===== config.mk =====
export PLATFORM = sky130hd
export DESIGN_NAME = fs_standby_top
export DESIGN_NICKNAME = d
export VERILOG_FILES = /design/src/rtl/fsb_pkg.sv /design/src/rtl/fsb_rate_meter.sv /design/src/rtl/fsb_sync_wd.sv /design/src/rtl/fsb_chan.sv /design/src/rtl/fs_standby_top.sv
export SDC_FILE = /design/constraint.sdc
export NUM_CORES = 1
export LEC_CHECK = 0
export ABC_AREA = 1
export BUFFER_PORTS_ARGS = -buffer_cell sky130_fd_sc_hd__buf_4
export CAP_MARGIN = 20
export CORE_MARGIN = 3
export CORE_UTILIZATION = 50
export CTS_BUF_LIST = sky130_fd_sc_hd__clkbuf_4
export CTS_CLUSTER_DIAMETER = 50
export CTS_CLUSTER_SIZE = 30
export DETAILED_ROUTE_END_ITERATION = 6
export PLACE_DENSITY = 0.66
export REMOVE_ABC_BUFFERS = 1
export SETUP_SLACK_MARGIN = 0.4
export SLEW_MARGIN = 20
export SYNTH_ARGS = -nofsm -noshare
export SYNTH_HDL_FRONTEND = slang
export SYNTH_SLANG_ARGS = --single-unit

===== constraint.sdc =====
create_clock -name mclk -period 2.5 [get_ports mclk]
set_clock_uncertainty 0.05 [all_clocks]
set_input_delay 0.125 -clock mclk [delete_from_list [all_inputs] [get_ports mclk]]
set_output_delay 0.125 -clock mclk [all_outputs]
set_load 0.005 [all_outputs]

===== src/rtl/fsb_pkg.sv =====
package fsb_pkg;

  // Phases of the reset-time clock-rate measurement.
  typedef enum logic [1:0] {
    MTR_IDLE = 2'd0,
    MTR_RUN  = 2'd1,
    MTR_DONE = 2'd2
  } mtr_state_e;

endpackage


===== src/rtl/fsb_rate_meter.sv =====
module fsb_rate_meter
  import fsb_pkg::*;
#(
  parameter int REF_TICKS       = 4,
  parameter int LO_CYC_PER_TICK = 64
) (
  input  logic clk,
  input  logic por_n,
  input  logic ref_tick,
  output logic rate_hi
);

  localparam int LO_CNT = REF_TICKS * LO_CYC_PER_TICK;
  localparam int HI_CNT = 2 * LO_CNT;
  localparam int THRESH = (LO_CNT + HI_CNT) / 2;
  localparam int CW     = $clog2(2 * HI_CNT + 1);
  localparam int TW     = $clog2(REF_TICKS + 1);

  localparam logic [CW-1:0] CNT_MAX = '1;

  mtr_state_e      st;
  logic [CW-1:0]   mcnt;
  logic [TW-1:0]   tcnt;
  logic            por_q;
  logic            fast;

  // The meter runs only while reset is held and is cleared once reset is released.
  always_ff @(posedge clk) begin
    if (por_n) begin
      st   <= MTR_IDLE;
      mcnt <= '0;
      tcnt <= '0;
    end else begin
      case (st)
        MTR_IDLE: begin
          if (ref_tick) begin
            st   <= MTR_RUN;
            mcnt <= '0;
            tcnt <= '0;
          end
        end
        MTR_RUN: begin
          if (mcnt != CNT_MAX) mcnt <= mcnt + 1'b1;
          if (ref_tick) begin
            tcnt <= tcnt + 1'b1;
            if (tcnt == TW'(REF_TICKS - 1)) st <= MTR_DONE;
          end
        end
        MTR_DONE: begin
          st <= MTR_DONE;
        end
        default: st <= MTR_IDLE;
      endcase
    end
  end

  assign fast = (st == MTR_DONE) && (mcnt > CW'(THRESH));

  // Capture the verdict on the first edge after release, then hold it.
  always_ff @(posedge clk or negedge por_n) begin
    if (!por_n) begin
      por_q   <= 1'b0;
      rate_hi <= 1'b0;
    end else begin
      por_q <= 1'b1;
      if (!por_q) rate_hi <= fast;
    end
  end

endmodule


===== src/rtl/fsb_sync_wd.sv =====
module fsb_sync_wd #(
  parameter int TO_LO = 1024
) (
  input  logic clk,
  input  logic por_n,
  input  logic fs_in,
  input  logic rate_hi,
  output logic quiet
);

  localparam int TO_HI = 2 * TO_LO;
  localparam int W     = $clog2(TO_HI + 1);

  logic         fs_q;
  logic         pulse;
  logic [W-1:0] gap;
  logic [W-1:0] limit;

  assign limit = rate_hi ? W'(TO_HI) : W'(TO_LO);
  assign pulse = fs_in & ~fs_q;

  always_ff @(posedge clk or negedge por_n) begin
    if (!por_n) begin
      fs_q <= 1'b0;
      gap  <= '0;
    end else begin
      fs_q <= fs_in;
      if (pulse)            gap <= '0;
      else if (gap < limit) gap <= gap + 1'b1;
    end
  end

  assign quiet = (gap >= limit);

endmodule


===== src/rtl/fsb_chan.sv =====
module fsb_chan #(
  parameter int TO_LO = 1024
) (
  input  logic clk,
  input  logic por_n,
  input  logic fsx,
  input  logic fsr,
  input  logic rate_hi,
  output logic standby,
  output logic indet
);

  logic quiet_x;
  logic quiet_r;

  fsb_sync_wd #(.TO_LO(TO_LO)) u_wd_x (
    .clk     (clk),
    .por_n   (por_n),
    .fs_in   (fsx),
    .rate_hi (rate_hi),
    .quiet   (quiet_x)
  );

  fsb_sync_wd #(.TO_LO(TO_LO)) u_wd_r (
    .clk     (clk),
    .por_n   (por_n),
    .fs_in   (fsr),
    .rate_hi (rate_hi),
    .quiet   (quiet_r)
  );

  assign standby = quiet_x & quiet_r;
  assign indet   = quiet_x ^ quiet_r;

endmodule


===== src/rtl/fs_standby_top.sv =====
module fs_standby_top #(
  parameter int NUM_CH          = 2,
  parameter int TO_LO           = 1024,
  parameter int REF_TICKS       = 4,
  parameter int LO_CYC_PER_TICK = 64
) (
  input  logic              mclk,
  input  logic              ref_tick,
  input  logic              por_n,
  input  logic [NUM_CH-1:0] fsx_in,
  input  logic [NUM_CH-1:0] fsr_in,
  output logic [NUM_CH-1:0] standby,
  output logic              rate_hi,
  output logic [NUM_CH-1:0] indet
);

  fsb_rate_meter #(
    .REF_TICKS       (REF_TICKS),
    .LO_CYC_PER_TICK (LO_CYC_PER_TICK)
  ) u_meter (
    .clk      (mclk),
    .por_n    (por_n),
    .ref_tick (ref_tick),
    .rate_hi  (rate_hi)
  );

  for (genvar c = 0; c < NUM_CH; c++) begin : g_ch
    fsb_chan #(.TO_LO(TO_LO)) u_chan (
      .clk     (mclk),
      .por_n   (por_n),
      .fsx     (fsx_in[c]),
      .fsr     (fsr_in[c]),
      .rate_hi (rate_hi),
      .standby (standby[c]),
      .indet   (indet[c])
    );
  end

endmodule


# Yosys cells after proc, flatten, opt, wreduce, memory -nomap -nowiden
# Index checks and enable logic that the tools add are counted.
# totals
register_bits	70
in_bits	7
elab_cells	77
# classes
add_sub_neg	6
magnitude_cmp	9
n_eq_ne	8
n_mux	19
bitwise	12
n_reduce_logical	10
# ops
cell	n
$mux 12	9
$add 12x1->12 const B	4
$ge 12x12->1	4
$lt 12x12->1	4
$mux 11	2
$pmux 11 s2	1
$add 11x1->11 const B	1
$gt 11x9->1 const B	1
$ne 11x11->1 const B	1
$reduce_bool 2->1	5
$reduce_and 3->1	3
$and 1x1->1	6
$mux 2	3
$mux 3	2
$pmux 2 s3	1
$pmux 3 s2	1
$ne 2x1->1 const B	2
$ne 2x2->1 const B	2
$not 1->1	4
$add 3x1->3 const B	1
$eq 3x2->1 const B	1
$eq 2x1->1 const B	1
$eq 2x2->1 const B	1
$logic_not 2->1	1
2 further kinds	3

# Longest topological paths before layout
# logic_depth
depth_word	4
ltp_mapped	11
depth_no_buf	10

# Cells and area by module
# Synthesis repeated with hierarchy kept, for this count alone.
# hier_totals
hier_cells	577
hier_area_um2	4349.2
# modules_own_cells
module	instances	cells_each	area_each_um2	seq_area_each_um2
fsb_sync_wd	4	107	802.0	325.3
fsb_rate_meter	1	147	1116.1	370.4
fsb_chan	2	1	12.5	0.0

# Worst setup path before layout
# No wires, ideal clock.
# synth_timing
path_kind	flip-flop to output port
startpoint	register u_meter.rate_hi
endpoint	output indet[0]
t_arrival_ns	1.715
required_time_ns	2.325
setup_slack_ns	0.610
stages_incl_launch_ff	9
n_path_buf	1
path_cell_list	dfrtp_1 -> inv_1 -> ha_1 -> inv_1 -> o21bai_1 -> inv_1 -> o31ai_1 -> ha_1 -> buf_4
# synth_via
elab_chain_len	3
# synth_lines
element	line_no	source
start, declared	fsb_rate_meter.sv:10	output logic rate_hi
start signal, assigned	fsb_rate_meter.sv:66	if (!por_q) rate_hi <= fast;
$mux 12 *	fsb_sync_wd.sv:19	assign limit = rate_hi ? W'(TO_HI) : W'(TO_LO);
$ge 12x12->1	fsb_sync_wd.sv:33	assign quiet = (gap >= limit);
$xor 1x1->1 *	fsb_chan.sv:33	assign indet = quiet_x ^ quiet_r;
end, declared	fs_standby_top.sv:14	output logic [NUM_CH-1:0] indet
# Every way passes the cells marked *; elsewhere a longest branch is shown, timed or not.

# Final worst setup path
# Same ends and word-level chain as after synthesis.

==> reports/metrics.csv <==
stage,metric,value,unit
final_layout,"commonest non-fill, non-tap cell in the layout",nand2_1,
synthesis,fraction of registers with async set/reset,0.771,
floorplanning,die width,97.0,microns
routing,Detail Route Antenna Nets,0,
pwr,Pwr per Cell Area,606,mW/mm^2
synthesis,synthesized flop and latch total,70,
synthesis,post-synthesis simple-gate area fraction,0.304,
synthesis,Yosys cell types,35,
synthesis,top area cells in the synthesized netlist,"dfrtp_1, nand2_1, inv_1",
final_layout,most frequent cells in the layout,"nand2_1, inv_1, nor2_1",
final_layout,final net count,625,
routing,vias per std cell,5.15,
timing,final hold violation count,0,
synthesis,YS warnings,0,
synthesis,Synth Area in Compound Gates,0.113,
routing,First DRT Iteration DRCs,185,
floorplanning,die footprint,0.00941,sq mm
clock_tree,clock latency on the worst-skew pair,0.41,ns
worst_setup_path,reg2reg start,u_meter.st[1]$_SDFFE_PP0P_,
worst_setup_path,CP required,2.33,ns
timing,fin crit period,2.16,ns
synthesis,Synth Area per Inst,7.23,sq um
final_layout,layout cell share with drive strength beyond 1,0.110,
clock_tree,CTS tree,yes,
worst_setup_path,Startpoint Class,flop,
synthesis,mux cell area share after synthesis,0,
clock_tree,CTS Buf Count,9,
final_layout,Area Overhead vs Synth,12.4,%
timing,Worst Slack Setup Final,0.340,ns
place,RePlAce Congestion,0.857,
clock_tree,H-tree levels,3,
routing,WL per Instance,11.8,microns
timing,Final setup viols,0,
synthesis,"Seq/Total Area, Yosys",0.404,
grt,GRT Total Usage,0.185,
final_layout,post-route cell area,0.00466,sq mm
place,dpl hpwl,6.02,mm
routing,final WL,8.29,mm
worst_setup_path,Setup crit end kind,primary output,
floorplanning,Core ar.,0.00789,sq mm
synthesis,Cells after Synth,573,
pwr,Pwr Total,2.82,mW
synthesis,cell taking the most area after synthesis,dfrtp_1,
final_layout,Antenna Cells,0,
outcome,outcome,finished clean,
timing,Peak Freq,463,MHz
worst_setup_path,R2R Setup Slk,0.63,ns
synthesis,largest family of logic cells by synthesized area,simple AND/OR/NAND/NOR gates,
synthesis,Most used DFF post-synth,dfrtp_1,
clock_tree,CTS root buf,clkbuf_4,
worst_hold_path,hold crit path type,input port to asynchronous set/reset pin,
floorplanning,row cnt,32,
grt,largest net degree at the start of global routing,42,
timing,Tcrit/Tclk final,0.864,
clock_tree,TritonCTS Sinks,70,
pwr,Leakage,2.18,nW
place,IO Port Bufs,11,
worst_setup_path,worst setup path class,flop to primary output,
timing,Setup Total Neg Slack,0,ns
floorplanning,io pins,12,
synthesis,Synth Area in XOR/XNOR,0,
timing,RSZ-0062 raised after global routing,true,
place,Post-Place Worst Slack,0.404,ns
routing,Via Count,3602,
routing,Pre-antenna DRT Iters,4,
worst_setup_path,Critical R2R Capture,u_meter.mcnt[4]$_SDFFE_PP0P_,
worst_setup_path,R2R cell count,11,
clock_tree,Bufs on Longest Clock Path,2,
timing,Worst slew margin,0.641,
clock_tree,clock-pin slew of the registers on the worst-case setup and hold paths,0.13,ns
worst_setup_path,CP Max Fanout,5,
synthesis,Netlist Area Pre-Place,0.00414,sq mm
synthesis,Synth top area share,0.326,
grt,antenna violations before repair,0,
pwr,Worst VDD drop,0.396,mV
timing,Max Slew Vio Count,0,
routing,Post-route DRC,0,
floorplanning,Initial Util,0.525,
worst_setup_path,arrival time of the worst setup path,1.99,ns
timing,Slew @ Worst Pin,0.538,ns
synthesis,Post-synth EDFFs,0,
grt,grt ovf,0,
run,Max-cap violations,0,
floorplanning,Die Height,97.0,microns
grt,number of global-route vias before repair,3391,
place,post-placement cell area,0.00428,sq mm
grt,first-pass GRT wire length,14.9,mm
synthesis,Post-Synth Adder-Cell Area,0.0755,
## cell families (layout without fill, tap and decap cells)
| logic type | Yosys count | after routing |
|---|---|---|
| AO/OA/AOI/OAI | 84 | 84 |
| adder cells (fa/ha/maj) | 25 | 25 |
| buffers and inverters | 104 | 129 |
| flip-flops | 70 | 70 |
| other | 1 | 1 |
| AND/OR/NAND/NOR | 289 | 289 |
## flip-flops by register name, summed over array words and instances (netlist names), 2 cells and up
register and count:
u_meter.tcnt 3, g_ch.u_chan.u_wd_x.fs_q 2, u_meter.mcnt 11, g_ch.u_chan.u_wd_r.fs_q 2
g_ch.u_chan.u_wd_x.gap 24, g_ch.u_chan.u_wd_r.gap 24, u_meter.st 2
## through the flow
stage                     std cells   util  hold WS, ns
after floorplan                 558      -       -0.221
after global placement          674  0.543       0.0919
after detailed placement        674  0.543       0.0966
after CTS                       697  0.580        0.169
after global routing            700  0.590        0.178
final                           700  0.590        0.184
## worst max path at each step
stage                                      from        to  cells after the start
floorplan           u_meter.rate_hi$_DFFE_PN0N_  indet[1]                      5
global placement    u_meter.rate_hi$_DFFE_PN0N_  indet[0]                      8
detailed placement  u_meter.rate_hi$_DFFE_PN0N_  indet[0]                      8
CTS                 u_meter.rate_hi$_DFFE_PN0N_  indet[0]                      8
global route        u_meter.rate_hi$_DFFE_PN0N_  indet[0]                      6
finish              u_meter.rate_hi$_DFFE_PN0N_  indet[0]                      6
## worst max-delay path, cell delays in order (launching register included)
cell and delay (ns):
dfrtp_2 0.45, clkinv_4 0.11, ha_1 0.29, nand4_1 0.12
o31ai_2 0.22, ha_1 0.26, buf_4 0.13
## synth_stat cells (2+ instances only)
cell type / n
o21ai_0: 33
nand2_2: 4
nand2_1: 119
buf_6: 2
buf_4: 5
dfxtp_1: 16
inv_1: 88
o21bai_1: 4
nor3_1: 19
dfrtp_1: 54
buf_2: 3
o31ai_1: 3
nand3_1: 40
a21oi_2: 3
clkbuf_1: 4
ha_1: 25
o21a_1: 2
or2_2: 3
a21oi_1: 33
nor2_1: 81
nand4_1: 18
## cell type report
| type | count | area [sq um] |
|---|---|---|
| Multi-Input combinational cell | 399 | 2140 |
| Clock buffer | 9 | 67.6 |
| Clock inverter | 7 | 113 |
| Tap cell | 102 | 128 |
| Sequential cell | 70 | 1670 |
| Timing Repair Buffer | 23 | 188 |
| Timing Repair inverter | 1 | 6.26 |
| Inverter | 89 | 342 |
| Fill cell | 739 | 3230 |
## power breakdown
part / internal [mW] / total (mW) / switching, mW
registers: 1.25 / 1.35 / 0.104
logic: 0.199 / 0.561 / 0.362
clock network: 0.502 / 0.913 / 0.411
total: 1.95 / 2.82 / 0.877
## per-layer routing
layer,track usage,share of wire
met4,0.0572,0.0051
met2,0.301,0.46
met3,0.0332,0.034
met5,0,0
met1,0.251,0.50
## repair_timing
| item | in CTS | in global routing |
|---|---|---|
| pin swaps | 2 | 6 |
| hold buffers | 6 | 0 |
| endpoints found under the setup margin | 4 | 4 |
| resized for setup | 14 | 10 |
| cloned | 0 | 1 |
| endpoints found under the hold margin | 40 | 0 |
| buffers inserted | 1 | 2 |
Power figures use the tool's default switching activity.
